File: src/rtl/pcg_pkg.sv
// Package: register field positions and source-code map shared by the
// clock-enable generator bank. Assumes a 32-bit control word.
package pcg_pkg;

    localparam int REG_W    = 32;
    localparam int SEL_W    = 3;
    localparam int DIV_W    = 8;
    localparam int SEL_LSB  = 8;
    localparam int DIV_LSB  = 20;
    localparam int EN_BIT   = 29;
    localparam int CMD_BIT  = 12;
    localparam int HOLE_ENC = 3;   // source code that names no input

    typedef struct packed {
        logic             en;
        logic [DIV_W-1:0] div;
        logic [SEL_W-1:0] sel;
    } pcg_cfg_t;

    // Source code that selects tick input s (codes skip HOLE_ENC).
    function automatic int src_code(input int s);
        return (s < HOLE_ENC) ? s : s + 1;
    endfunction

endpackage

File: src/rtl/pcg_regs.sv
// Register bank: holds the selected number and one settings entry per
// peripheral. A select write changes only the number; a command write stores
// fields into an entry in range. Assumes NUM_ENTRIES fits in ID_W bits.
module pcg_regs
    import pcg_pkg::*;
#(
    parameter int NUM_ENTRIES = 4,
    parameter int ID_W        = 7
) (
    input  logic                        clk,
    input  logic                        rst_n,
    input  logic                        wr_en,
    input  logic [REG_W-1:0]            wr_data,
    output logic [REG_W-1:0]            rd_data,
    output pcg_cfg_t [NUM_ENTRIES-1:0]  cfg,
    output logic [NUM_ENTRIES-1:0]      restart
);

    localparam logic [REG_W-1:0] RD_MASK =
        REG_W'((1 << ID_W) - 1) | (REG_W'((1 << SEL_W) - 1) << SEL_LSB) |
        (REG_W'((1 << DIV_W) - 1) << DIV_LSB) | (REG_W'(1) << EN_BIT);

    logic [ID_W-1:0] id_q;
    logic [ID_W-1:0] wid;
    logic            is_cmd;
    pcg_cfg_t        new_cfg;
    pcg_cfg_t [NUM_ENTRIES-1:0] cfg_q;
    logic            unused_wr;

    assign wid         = wr_data[ID_W-1:0];
    assign is_cmd      = wr_data[CMD_BIT];
    assign new_cfg.en  = wr_data[EN_BIT];
    assign new_cfg.div = wr_data[DIV_LSB +: DIV_W];
    assign new_cfg.sel = wr_data[SEL_LSB +: SEL_W];
    assign unused_wr   = ^wr_data;
    assign cfg         = cfg_q;

    // Selected-number register: every write picks the number it carries.
    always_ff @(posedge clk) begin
        if (!rst_n)     id_q <= '0;
        else if (wr_en) id_q <= wid;
    end

    for (genvar i = 0; i < NUM_ENTRIES; i++) begin : g_ent
        logic hit;
        assign hit = wr_en && is_cmd && (wid == ID_W'(i));
        assign restart[i] = hit && ((new_cfg.div != cfg_q[i].div) ||
                                    (new_cfg.sel != cfg_q[i].sel));

        // Entry storage: only a command write naming this entry updates it.
        always_ff @(posedge clk) begin
            if (!rst_n)   cfg_q[i] <= '0;
            else if (hit) cfg_q[i] <= new_cfg;
        end

        // writes that do not name this entry as a command leave it alone
        a_r2_entry_hold: assert property (@(posedge clk) disable iff (!rst_n)
            (wr_en && !(is_cmd && wid == ID_W'(i))) |=> $stable(cfg_q[i]));
    end

    // Read path: number always shown, fields only for an entry in range.
    always_comb begin
        rd_data = '0;
        rd_data[ID_W-1:0] = id_q;
        for (int i = 0; i < NUM_ENTRIES; i++) begin
            if (id_q == ID_W'(i)) begin
                rd_data[SEL_LSB +: SEL_W] = cfg_q[i].sel;
                rd_data[DIV_LSB +: DIV_W] = cfg_q[i].div;
                rd_data[EN_BIT]           = cfg_q[i].en;
            end
        end
    end

    // a command write in range reads back as the masked word
    a_r3_cmd_readback: assert property (@(posedge clk) disable iff (!rst_n)
        (wr_en && is_cmd && (int'(wid) < NUM_ENTRIES)) |=>
        (rd_data == ($past(wr_data) & RD_MASK)));

    // bits outside the field layout always read zero
    a_r4_spare_zero: assert property (@(posedge clk) disable iff (!rst_n)
        (rd_data & ~RD_MASK) == '0);

    // a number out of range reads back with no field bits
    a_r9_oor_read: assert property (@(posedge clk) disable iff (!rst_n)
        (int'(id_q) >= NUM_ENTRIES) |-> (rd_data[REG_W-1:ID_W] == '0));

endmodule

File: src/rtl/pcg_divider.sv
// Pulse generator for one entry: picks a source tick by code, counts ticks
// while enabled and emits a registered one-cycle pulse every div+1 ticks.
// Assumes src_tick inputs are synchronous to clk.
module pcg_divider
    import pcg_pkg::*;
#(
    parameter int NUM_SRC = 5
) (
    input  logic               clk,
    input  logic               rst_n,
    input  logic [NUM_SRC-1:0] src_tick,
    input  pcg_cfg_t           cfg,
    input  logic               restart,
    output logic               pulse
);

    logic             hit;
    logic [DIV_W-1:0] cnt;

    // Source mux: match the code against each input's code; holes match none.
    always_comb begin
        hit = 1'b0;
        for (int s = 0; s < NUM_SRC; s++) begin
            if (src_code(s) < (1 << SEL_W) && cfg.sel == SEL_W'(src_code(s)))
                hit = src_tick[s];
        end
    end

    // Tick counter and pulse register; disable or restart clears the count.
    always_ff @(posedge clk) begin
        if (!rst_n || restart || !cfg.en) begin
            cnt   <= '0;
            pulse <= 1'b0;
        end else if (hit) begin
            if (cnt == cfg.div) begin
                cnt   <= '0;
                pulse <= 1'b1;
            end else begin
                cnt   <= cnt + DIV_W'(1);
                pulse <= 1'b0;
            end
        end else begin
            pulse <= 1'b0;
        end
    end

    // a disabled entry produces no pulse on the following cycle
    a_r6_off_quiet: assert property (@(posedge clk) disable iff (!rst_n)
        !cfg.en |=> !pulse);

    // divider 0 turns every selected tick into a pulse
    a_r5_bypass: assert property (@(posedge clk) disable iff (!rst_n)
        (cfg.en && cfg.div == '0 && hit && !restart) |=> pulse);

    // the count never passes the divider of an enabled entry
    a_r5_cnt_bound: assert property (@(posedge clk) disable iff (!rst_n)
        cfg.en |-> (cnt <= cfg.div));

    // a settings change clears the count
    a_r8_restart_clear: assert property (@(posedge clk) disable iff (!rst_n)
        restart |=> (cnt == '0 && !pulse));

endmodule

File: src/rtl/perclk_gen_bank.sv
// Top: control-register bank plus one pulse generator per peripheral entry.
// Assumes a single clock domain for the bus and all source ticks.
module perclk_gen_bank
    import pcg_pkg::*;
#(
    parameter int NUM_ENTRIES = 4,
    parameter int NUM_SRC     = 5,
    parameter int ID_W        = 7
) (
    input  logic                   clk,
    input  logic                   rst_n,
    input  logic                   wr_en,
    input  logic [31:0]            wr_data,
    output logic [31:0]            rd_data,
    input  logic [NUM_SRC-1:0]     src_tick,
    output logic [NUM_ENTRIES-1:0] clk_en
);

    pcg_cfg_t [NUM_ENTRIES-1:0] cfg;
    logic [NUM_ENTRIES-1:0]     restart;

    pcg_regs #(.NUM_ENTRIES(NUM_ENTRIES), .ID_W(ID_W)) u_regs (
        .clk(clk), .rst_n(rst_n), .wr_en(wr_en), .wr_data(wr_data),
        .rd_data(rd_data), .cfg(cfg), .restart(restart)
    );

    for (genvar i = 0; i < NUM_ENTRIES; i++) begin : g_div
        pcg_divider #(.NUM_SRC(NUM_SRC)) u_div (
            .clk(clk), .rst_n(rst_n), .src_tick(src_tick),
            .cfg(cfg[i]), .restart(restart[i]), .pulse(clk_en[i])
        );
    end

endmodule

File: config.mk
export PLATFORM = sky130hd
export DESIGN_NAME = perclk_gen_bank
export DESIGN_NICKNAME = d
export VERILOG_FILES = /design/src/rtl/pcg_pkg.sv /design/src/rtl/pcg_regs.sv /design/src/rtl/pcg_divider.sv /design/src/rtl/perclk_gen_bank.sv
export SDC_FILE = /design/constraint.sdc
export NUM_CORES = 1
export LEC_CHECK = 0
export ABC_CLOCK_PERIOD_IN_PS = 2100
export BUFFER_PORTS_ARGS = -buffer_cell sky130_fd_sc_hd__buf_4
export CORE_MARGIN = 10
export CORE_UTILIZATION = 58
export DETAILED_ROUTE_END_ITERATION = 16
export GPL_TIMING_DRIVEN = 0
export PLACE_DENSITY = 0.78
export SLEW_MARGIN = 15
export SYNTH_ARGS = -nofsm -noshare
export SYNTH_HDL_FRONTEND = slang
export SYNTH_SLANG_ARGS = --single-unit
File: constraint.sdc
create_clock -name clk -period 2.1 [get_ports clk]
set_clock_uncertainty 0.15 [all_clocks]
set_input_delay 0.315 -clock clk [delete_from_list [all_inputs] [get_ports clk]]
set_output_delay 0.315 -clock clk [all_outputs]
set_load 0.05 [all_outputs]
==> impl_metrics.tcl, run 1 <==
set metrics [dict create \
    placement.io_buffers 37 \
    cts.clk_slew.worst_paths_ps 90 \
    dieArea_um2 13800 \
    result_of_the_run "complete, but fails checks" \
    final_critical_path_setup_slack_ps -126 \
    slew_viol_final 0 \
    clock-root-buffer "sky130_fd_sc_hd__clkbuf_8" \
    grt_max_degree 16 \
    start_kind "register" \
    cts_buf_count 9 \
    crit-reg2reg-launch "u_regs.cfg[32]$_SDFFE_PN0P_" \
    rows 35 \
    async_flop_share 0 \
    post_route_cells_drive_above_1_share 0.256 \
    netSwitchingPower_uw 924 \
    synth.top_cell.area_share 0.329 \
    flow.area_growth_from_synthesis_pct 19.8 \
    cts_htree_levels 3 \
    yosysTopAreaCell "sky130_fd_sc_hd__dfxtp_1" \
    finalWirelength_um 16000 \
    floorplan.initialDensity 0.596 \
    synth.cell_area_um2 5530 \
    yosys_warnings 0 \
    clock_power_share 0.390 \
    r2r_setup_slack_ps 70 \
    max_cap_viol_count 0 \
    die_h_um 118 \
    comb_power_frac 0.114 \
    cts.path.max_buffers 2 \
    pwr-share-seq 0.497 \
    switching_share 0.263 \
    critPathMaxFanout 4 \
    hold_viol 0 \
    timing.hold.ws_ps 70.2 \
    grt_first_pass_wirelength_um 25500 \
    max-vdd-ir-drop_mv 0.386 \
    hpwlAfterDp_um 11600 \
    pwr_density_nw_per_um2 529 \
    grt_usage 0.223 \
    cts.sink_count 91 \
    post_synth.cell_area_avg_um2 8.75 \
    drt-vias-per-instance 6.06 \
    dpl_worst_slack_ps -179 \
    finalCritPeriodShare 1.06 \
    fmax_ghz 0.449 \
    synth_top_flop_cell "sky130_fd_sc_hd__dfxtp_1" \
    placeableCoreArea_um2 9280 \
    post-route-min-period_ps 2230 \
    hold_path_startpoint "wr_data[2]" \
    yosysSeqAreaShare 0.329 \
    violations "setup timing" \
    antenna_found_initial 1 \
    route.detailed.drc 0 \
    crit_path_start "u_regs.id_q[0]$_SDFFE_PN0P_" \
    wl_per_cell_um 19.3 \
    vias_in_the_first_global_route 4937 \
    finalSetupViolCount 12 \
    arrival_time_at_the_worst_endpoint_ps 1760 \
    cellInternalPower_mw 2.58 \
    netlist_top_cells_area "sky130_fd_sc_hd__dfxtp_1, sky130_fd_sc_hd__nand2_1, sky130_fd_sc_hd__xnor2_1, sky130_fd_sc_hd__xor2_1, sky130_fd_sc_hd__a21boi_0" \
    drt-pass1-iter-count 6 \
    cp-end-kind "output pin" \
    timing.setup.critical_path_class "register to output pin" \
    weighted_congestion_reported_at_the_end_of_routability_driven_placement 0.952 \
    final_antenna_net_count 0 \
    p_total_mw 3.51 \
    synth-seq-cells 91 \
    fp.dieW_um 118 \
    worstHoldPathType "input port to register" \
    synth_edf_count 0 \
    power_leakage_nw 2.49 \
    routed-via-count 5026 \
    critPathRequiredTime_ps 1630 \
    drt_iter0_drc 598 \
    clk_latency_ps 370 \
    synth.distinct_cells 43 \
    unrepaired_setup_endpoints_after_global_routing "yes" \
    floorplan.io_pins 76 \
    worstMarginPinSlew_ps 703 \
    fin_nets 738 \
    n_fill_cell 700 \
    max_slew_margin 0.531 \
    holdBufCountCts 0 \
    globalRouteOverflowTotal 0 \
    count_of_mapped_cells_out_of_synthesis 632 \
    cts_tree "yes" \
]
cell families (layout without fill, tap and decap cells):
logic type	Yosys count	in the layout	share of synthesized area
multiplexers	39	39	0.0995
XOR/XNOR	76	76	0.120
AND/OR/NAND/NOR	244	244	0.238
AO/OA/AOI/OAI	116	116	0.143
adder cells (fa/ha/maj)	4	4	0.00905
buffers and inverters	61	116	0.0597
flip-flops	91	91	0.329
other	1	14	0.000678
stage by stage:
step	cells	instance area (um^2)	setup TNS [ps]	util
after floorplan	644	5580	0	-
after detailed placement	810	6020	-3830	0.649
final	829	6630	-1350	0.714
after CTS	826	6410	-1270	0.690
after global placement	810	6020	-1570	0.649
after global routing	828	6630	-1810	0.714
state kept, by name, summed over array words and instances, names as in the netlist:
name	flops
u_regs.cfg	48
g_div.u_div.cnt	32
g_div.u_div.pulse	4
u_regs.id_q	7
layout by cell type, fill, tap and decap left out, types with 6 or more instances in the layout:
cell type and instances:
sky130_fd_sc_hd__dfxtp_2 16, sky130_fd_sc_hd__or4b_1 9, sky130_fd_sc_hd__or4_1 6, sky130_fd_sc_hd__nand4_1 8, sky130_fd_sc_hd__buf_6 13, sky130_fd_sc_hd__xor2_1 24, sky130_fd_sc_hd__mux2i_1 25, sky130_fd_sc_hd__buf_4 46
sky130_fd_sc_hd__o21ai_0 18, sky130_fd_sc_hd__and3_1 9, sky130_fd_sc_hd__or3b_2 6, sky130_fd_sc_hd__conb_1 13, sky130_fd_sc_hd__a21oi_1 42, sky130_fd_sc_hd__mux4_2 12, sky130_fd_sc_hd__a2bb2oi_1 9, sky130_fd_sc_hd__xor2_2 14
sky130_fd_sc_hd__or3_1 7, sky130_fd_sc_hd__and3_4 11, sky130_fd_sc_hd__nor3_1 13, sky130_fd_sc_hd__nor2_1 7, sky130_fd_sc_hd__xnor2_1 38, sky130_fd_sc_hd__clkbuf_1 20, sky130_fd_sc_hd__dfxtp_1 74, sky130_fd_sc_hd__a21boi_0 41
sky130_fd_sc_hd__clkbuf_8 10, sky130_fd_sc_hd__nand3_1 12, sky130_fd_sc_hd__buf_2 13, sky130_fd_sc_hd__nand2_1 101, sky130_fd_sc_hd__nor2b_1 19
what timing repair did:
action                                  4_1_cts  5_1_grt
pin swaps                                     0        3
buffers inserted                              1        2
endpoints found under the setup margin       42       44
resized for setup                            39       45
synth_stat cells, types with 17 or more instances:
cell / n
sky130_fd_sc_hd__clkbuf_1: 22
sky130_fd_sc_hd__dfxtp_1: 91
sky130_fd_sc_hd__a21oi_1: 42
sky130_fd_sc_hd__and3_1: 20
sky130_fd_sc_hd__o21ai_0: 18
sky130_fd_sc_hd__nor2b_1: 19
sky130_fd_sc_hd__mux2i_1: 25
sky130_fd_sc_hd__nand2_1: 101
sky130_fd_sc_hd__xor2_1: 38
sky130_fd_sc_hd__xnor2_1: 38
sky130_fd_sc_hd__buf_4: 17
sky130_fd_sc_hd__a21boi_0: 41
metal layers:
| metal | track usage | share of wire |
|---|---|---|
| met1 | 0.278 | 0.40 |
| met2 | 0.345 | 0.46 |
| met3 | 0.0681 | 0.10 |
| met4 | 0.0981 | 0.037 |
| met5 | 0 | 0 |
critical path, cell delays in order (launching register included):
cell and delay [ps]:
sky130_fd_sc_hd__dfxtp_4 370, sky130_fd_sc_hd__buf_4 140, sky130_fd_sc_hd__mux4_2 530, sky130_fd_sc_hd__and3_4 200
sky130_fd_sc_hd__buf_6 150
power by group through the flow:
stage                     combinational, mW  sequential, mW  clock, mW
final                                 0.399            1.74       1.37
after CTS                             0.381            1.74       1.38
after floorplan                       0.239            1.81          0
after global placement                0.362            1.78          0
after global routing                  0.420            1.74       1.46
after detailed placement              0.368            1.78          0
worst paths after layout:
| check | to | cells after the start |
|---|---|---|
| worst max-delay path | rd_data[10] | 4 |
| worst min register to register | g_div[3].u_div.cnt[1]$_SDFFE_PP0P_ | 2 |
| worst max register to register | g_div[2].u_div.cnt[4]$_SDFFE_PP0P_ | 6 |
| worst min-delay path | u_regs.id_q[2]$_SDFFE_PN0P_ | 3 |
area by class of cell:
class	instances	area (um^2)	area share
repair buffers	40	349	0.0527
plain buffers	59	347	0.0523
clock buffers	11	141	0.0213
multi-input cells	492	3690	0.557
clock inverters	5	83.8	0.0126
diodes	1	2.50	0.000378
flip-flops and latches	91	1850	0.278
well taps	129	161	0.0244
inverters	1	3.75	0.000566
No activity file was read; power rests on OpenSTA's default activity.
==> run 2, diff against run 1 <==
PLACE_DENSITY = 0.8   (was 0.78)
==> run 2 against run 1 <==
- the run still ends with setup timing left
- die area unchanged
- non-clock buffer count up 1
- routed wire length down 1.5%
- sequential share of layout area down 0.13 points
- worst setup slack worse by 14 ps
- utilization up 0.39 points
- power down 0.42%
- critical path type unchanged
- largest cell class unchanged
- highest routed layer unchanged
==> impl_metrics.tcl, run 2 (same netlist as run 1, synthesis figures left out) <==
set metrics [dict create \
    post_route_cells_drive_above_1_share 0.259 \
    clock_power_share 0.386 \
    grt_usage 0.215 \
    final_critical_path_setup_slack_ps -140 \
    tns_ps -1440 \
    largest_register_ff_count 48 \
    weighted_congestion_reported_at_the_end_of_routability_driven_placement 0.955 \
    mostFrequentLayoutCells "sky130_fd_sc_hd__nand2_1, sky130_fd_sc_hd__dfxtp_1, sky130_fd_sc_hd__buf_4" \
    die_h_um 118 \
    antenna_found_initial 0 \
    cts.sink_count 91 \
    drt-pass1-iter-count 5 \
    routed-wl-met3_um 1410 \
    wl_met2_um 7210 \
    max_cap_viol_count 0 \
    cts.clk_slew.worst_paths_ps 90 \
    fin_nets 739 \
    highest-signal-layer "met4" \
    layout_commonest_cell "sky130_fd_sc_hd__nand2_1" \
    violations "setup timing" \
    reg2reg_depth 6 \
    routed-via-count 4988 \
    dieArea_um2 13800 \
    worstHoldPathType "input port to register" \
    hpwlAfterDp_um 11300 \
    crit-reg2reg-capture "g_div[3].u_div.cnt[4]$_SDFFE_PP0P_" \
    dpl_worst_slack_ps -254 \
    pwr-share-seq 0.499 \
    cts_buf_count 9 \
    placement.io_buffers 37 \
    grt_first_pass_wirelength_um 24900 \
    flow.area_growth_from_synthesis_pct 20.5 \
    finalCritPeriodShare 1.07 \
    cp_slowest_cell "sky130_fd_sc_hd__mux4_2" \
    grt_max_degree 15 \
    timing.setup.critical_path_class "register to output pin" \
    pwr_density_nw_per_um2 524 \
    finalWirelength_um 15800 \
    clock-root-buffer "sky130_fd_sc_hd__clkbuf_8" \
    hold_viol 0 \
    r2r_setup_slack_ps 40 \
    drt-vias-per-instance 6.02 \
    globalRouteOverflowTotal 0 \
    start_kind "register" \
    rows 35 \
    clk_latency_ps 370 \
    floorplan.initialDensity 0.596 \
    cellInternalPower_mw 2.58 \
    switching_share 0.262 \
    fmax_ghz 0.446 \
    wl_per_cell_um 19.1 \
    hold_path_startpoint "wr_data[6]" \
    route.detailed.drc 0 \
    cp-end-kind "output pin" \
    power_leakage_nw 2.50 \
    cp_slowest_stage_delay_ps 510 \
    cts.path.max_buffers 2 \
    max-vdd-ir-drop_mv 0.423 \
    result_of_the_run "complete, but fails checks" \
    cts_tree "yes" \
    antennaDiodeCount 0 \
    placeableCoreArea_um2 9280 \
    slew_viol_final 0 \
    arrival_time_at_the_worst_endpoint_ps 1770 \
    drt_iter0_drc 571 \
    worstMarginPinSlew_ps 734 \
    floorplan.io_pins 76 \
    unrepaired_setup_endpoints_after_global_routing "yes" \
    met1Wirelength_um 6580 \
    worst_hold_path.endpoint "u_regs.id_q[6]$_SDFFE_PN0P_" \
    cts_htree_levels 3 \
    critPathRequiredTime_ps 1630 \
    hold_depth 3 \
    netSwitchingPower_uw 916 \
    crit-reg2reg-launch "u_regs.cfg[45]$_SDFFE_PN0P_" \
    max_slew_margin 0.511 \
    cp_cell_sequence "clkbuf_16, mux4_2, and3_4, buf_8" \
    vias_in_the_first_global_route 4880 \
    critPathMaxFanout 5 \
    fp.dieW_um 118 \
    final_antenna_net_count 0 \
    post-route-min-period_ps 2240 \
    comb_power_frac 0.115 \
    finalSetupViolCount 12 \
]
[run 2: changes by cell type in the layout (fill, tap and decap cells not counted), sizes merged]
cell      delta
clkinvlp     +1
diode        -1
buf          -2
clkbuf       +3
clkinv       -1
inv          -1
[run 2: power groups by stage]
stage / clock [mW] / combinational, mW / sequential (mW)
2_1_floorplan: 0 / 0.239 / 1.81
3_3_place_gp: 0 / 0.360 / 1.78
3_5_place_dp: 0 / 0.367 / 1.78
4_1_cts: 1.34 / 0.381 / 1.74
5_1_grt: 1.42 / 0.424 / 1.74
6_report: 1.35 / 0.402 / 1.74
[run 2: repair_timing]
| item | 4_1_cts | 5_1_grt |
|---|---|---|
| hold buffers | 0 | 0 |
| pin swaps | 0 | 1 |
| gates cloned | 0 | 1 |
| gates resized for setup | 37 | 51 |
| buffers inserted | 2 | 1 |
| endpoints found under the setup margin | 41 | 34 |
[run 2: worst max-delay path by stage]
stage / slack, ps / end / from
after CTS: -120 / rd_data[27] / u_regs.id_q[0]$_SDFFE_PN0P_
after detailed placement: -250 / g_div[1].u_div.cnt[3]$_SDFFE_PP0P_ / u_regs.cfg[12]$_SDFFE_PN0P_
final: -140 / rd_data[21] / u_regs.id_q[0]$_SDFFE_PN0P_
after global routing: -140 / rd_data[8] / u_regs.id_q[0]$_SDFFE_PN0P_
after floorplan: 40 / rd_data[24] / u_regs.id_q[0]$_SDFFE_PN0P_
after global placement: -150 / g_div[1].u_div.cnt[0]$_SDFFE_PP0P_ / u_regs.cfg[12]$_SDFFE_PN0P_
[run 2: worst max-delay path: cells and delay by family (launching register included)]
family                 cells  cell delay, ps
flip-flops                 1             400
multiplexers               1             510
buffers and inverters      2             300
AND/OR/NAND/NOR            1             210
[run 2: area by class of cell]
type / count / area, um^2
Buffer: 59 / 349
Clock buffer: 11 / 141
Clock inverter: 4 / 73.8
Fill cell: 709 / 2620
Inverter: 1 / 3.75
Multi-Input combinational cell: 492 / 3710
Sequential cell: 91 / 1850
Tap cell: 129 / 161
Timing Repair Buffer: 41 / 378
[run 2: routing by layer]
metal	track usage	vias up
li1	-	2307
met1	0.270	2352
met2	0.336	275
met3	0.0571	54
met4	0.100	0
met5	0	-
[run 2: per-stage QoR]
step                      power, mW  hold WS, ps  instances  cell area, um^2  utilization
after floorplan                2.05          312        644             5580            -
final                          3.49         70.8        828             6660        0.718
after global placement         2.14          334        810             6020        0.649
after CTS                      3.46         69.6        826             6400        0.689
after global routing           3.58         92.3        828             6660        0.718
after detailed placement       2.15          347        810             6020        0.649
==> run 3, diff against run 2 <==
CAP_MARGIN = 20   (was not set)
REMOVE_ABC_BUFFERS = 1   (was not set)
==> run 3 against run 2 <==
- the run still ends with setup timing left
- worst setup slack worse by 74 ps
- sequential share of layout area increased by 1.0 points
- critical endpoint is now rd_data[22]
- clock power is 12% lower
- largest cell class unchanged
- power is 4.6% lower
- critical path depth is 1 higher
- routed wire length down 8.4%
==> impl_metrics.tcl, run 3 (same netlist as run 1, synthesis figures left out) <==
set metrics [dict create \
    result_of_the_run "complete, but fails checks" \
    violations "setup timing" \
    comb_power_frac 0.116 \
    critPathRequiredTime_ps 1630 \
    final_antenna_net_count 0 \
    vias_in_the_first_global_route 4708 \
    dieArea_um2 13800 \
    max_cap_viol_count 0 \
    grt_usage 0.203 \
    worstMarginPinSlew_ps 895 \
    power_leakage_nw 2.37 \
    layout_commonest_cell "sky130_fd_sc_hd__nand2_1" \
    arrival_time_at_the_worst_endpoint_ps 1850 \
    fp.dieW_um 118 \
    worstHoldPathType "input port to register" \
    cts_tree "yes" \
    weighted_congestion_reported_at_the_end_of_routability_driven_placement 0.923 \
    cellInternalPower_mw 2.44 \
    post-route-min-period_ps 2310 \
    hold_depth 3 \
    final_critical_path_setup_slack_ps -214 \
    clk_latency_ps 370 \
    fmax_ghz 0.432 \
    cp-end-kind "output pin" \
    reg2reg_depth 5 \
    grt_max_degree 64 \
    finalSetupViolCount 12 \
    unrepaired_setup_endpoints_after_global_routing "yes" \
    timing.setup.critical_path_class "register to output pin" \
    fin_util 0.686 \
    antennaDiodeCount 0 \
    mostFrequentLayoutCells "sky130_fd_sc_hd__nand2_1, sky130_fd_sc_hd__dfxtp_1, sky130_fd_sc_hd__buf_4" \
    route.detailed.drc 0 \
    largest_register_ff_count 48 \
    critPathMaxFanout 5 \
    globalRouteOverflowTotal 0 \
    pwr_density_nw_per_um2 524 \
    cp_top_family "multiplexers" \
    timing.hold.ws_ps 60.5 \
    cts.sink_count 91 \
    placeableCoreArea_um2 9280 \
    max-vdd-ir-drop_mv 0.507 \
    hold_viol 0 \
    dpl_worst_slack_ps -436 \
    cp_slowest_cell "sky130_fd_sc_hd__mux4_2" \
    cts_htree_levels 3 \
    n_fill_cell 718 \
    slew_viol_final 0 \
    netSwitchingPower_uw 894 \
    die_h_um 118 \
    floorplan.initialDensity 0.596 \
    antenna_found_initial 0 \
    flow.area_growth_from_synthesis_pct 15.1 \
    hpwlAfterDp_um 9950 \
    switching_share 0.268 \
    floorplan.io_pins 76 \
    placement.io_buffers 50 \
    fin_nets 700 \
    drt-vias-per-instance 6.01 \
    grt_first_pass_wirelength_um 23800 \
    finalCritPeriodShare 1.10 \
    routed-via-count 4746 \
    tns_ps -1970 \
    cts.path.max_buffers 2 \
    rows 35 \
    post_route_cells_drive_above_1_share 0.212 \
    finalWirelength_um 14500 \
    drt-pass1-iter-count 5 \
    clock_power_share 0.358 \
    post-place-cells 765 \
    start_kind "register" \
    cts_buf_count 9 \
    pwr-share-seq 0.525 \
    cp_cell_sequence "buf_12, buf_4, mux4_2, and3_4, buf_6" \
    post_layout_nonfiller_instances 790 \
    wl_per_cell_um 18.3 \
    drt_iter0_drc 447 \
    critPathBufInv 3 \
    cp_slowest_stage_delay_ps 510 \
    max_slew_margin 0.400 \
    cts.clk_slew.worst_paths_ps 100 \
    clock-root-buffer "sky130_fd_sc_hd__clkbuf_8" \
    critical_path_cell_count 5 \
]
[run 3: cell count changes in the layout (fill, tap and decap cells not counted), moves of 5 or more]
| cell | before | now |
|---|---|---|
| sky130_fd_sc_hd__buf_2 | 12 | 0 |
| sky130_fd_sc_hd__buf_6 | 14 | 8 |
| sky130_fd_sc_hd__buf_8 | 1 | 6 |
| sky130_fd_sc_hd__clkbuf_1 | 20 | 0 |
| sky130_fd_sc_hd__clkbuf_2 | 5 | 0 |
| sky130_fd_sc_hd__dfxtp_1 | 73 | 88 |
| sky130_fd_sc_hd__dfxtp_2 | 17 | 2 |
| sky130_fd_sc_hd__xor2_1 | 23 | 38 |
| sky130_fd_sc_hd__xor2_2 | 15 | 0 |
[run 3: final timing paths]
kind | slack, ps | end | from
setup / recovery | -210 | rd_data[22] | u_regs.id_q[0]$_SDFFE_PN0P_
hold / removal | 60 | u_regs.id_q[4]$_SDFFE_PN0P_ | wr_data[4]
setup reg to reg | 110 | g_div[1].u_div.cnt[7]$_SDFFE_PP0P_ | u_regs.cfg[16]$_SDFFE_PN0P_
hold reg to reg | 350 | g_div[3].u_div.cnt[1]$_SDFFE_PP0P_ | g_div[3].u_div.cnt[1]$_SDFFE_PP0P_
[run 3: final cells by class]
| class | count | area (um^2) | share of cell area |
|---|---|---|---|
| flip-flops and latches | 91 | 1830 | 0.287 |
| clock buffers | 13 | 179 | 0.0281 |
| repair buffers | 61 | 571 | 0.0896 |
| well taps | 129 | 161 | 0.0254 |
| multi-input cells | 492 | 3600 | 0.566 |
| clock inverters | 3 | 20.0 | 0.00315 |
| inverters | 1 | 3.75 | 0.000590 |
[run 3: power groups by stage]
| stage | clock network, mW | registers (mW) | logic, mW |
|---|---|---|---|
| 3_5_place_dp | 0 | 1.79 | 0.334 |
| 6_report | 1.19 | 1.75 | 0.388 |
| 4_1_cts | 1.19 | 1.75 | 0.367 |
| 2_1_floorplan | 0 | 1.82 | 0.163 |
| 3_3_place_gp | 0 | 1.79 | 0.323 |
| 5_1_grt | 1.27 | 1.75 | 0.413 |
[run 3: metrics by stage]
stage                     area [um^2]  total power, mW
after floorplan                  5250             1.98
after global placement           5790             2.11
after detailed placement         5830             2.13
after CTS                        6270             3.31
after global routing             6360             3.44
final                            6360             3.33
[run 3: worst register-to-register path: stages (launching register included)]
cell and delay, ps:
sky130_fd_sc_hd__dfxtp_1 530, sky130_fd_sc_hd__xor2_1 140, sky130_fd_sc_hd__nor4_2 380, sky130_fd_sc_hd__and2_1 370, sky130_fd_sc_hd__a2bb2oi_1 210, sky130_fd_sc_hd__a21oi_1 70
[run 3: repair_timing]
action,CTS,global route
gates resized for setup,41,17
buffers inserted,8,1
pin swaps,0,8
setup endpoints to repair,24,47
hold buffers,0,0
[run 3: per-layer routing]
layer | up-vias | share of wire | GRT usage
li1 | 2248 | - | -
met4 | 0 | 0.021 | 0.0703
met3 | 31 | 0.080 | 0.0547
met2 | 191 | 0.46 | 0.318
met1 | 2276 | 0.43 | 0.261
met5 | - | 0 | 0
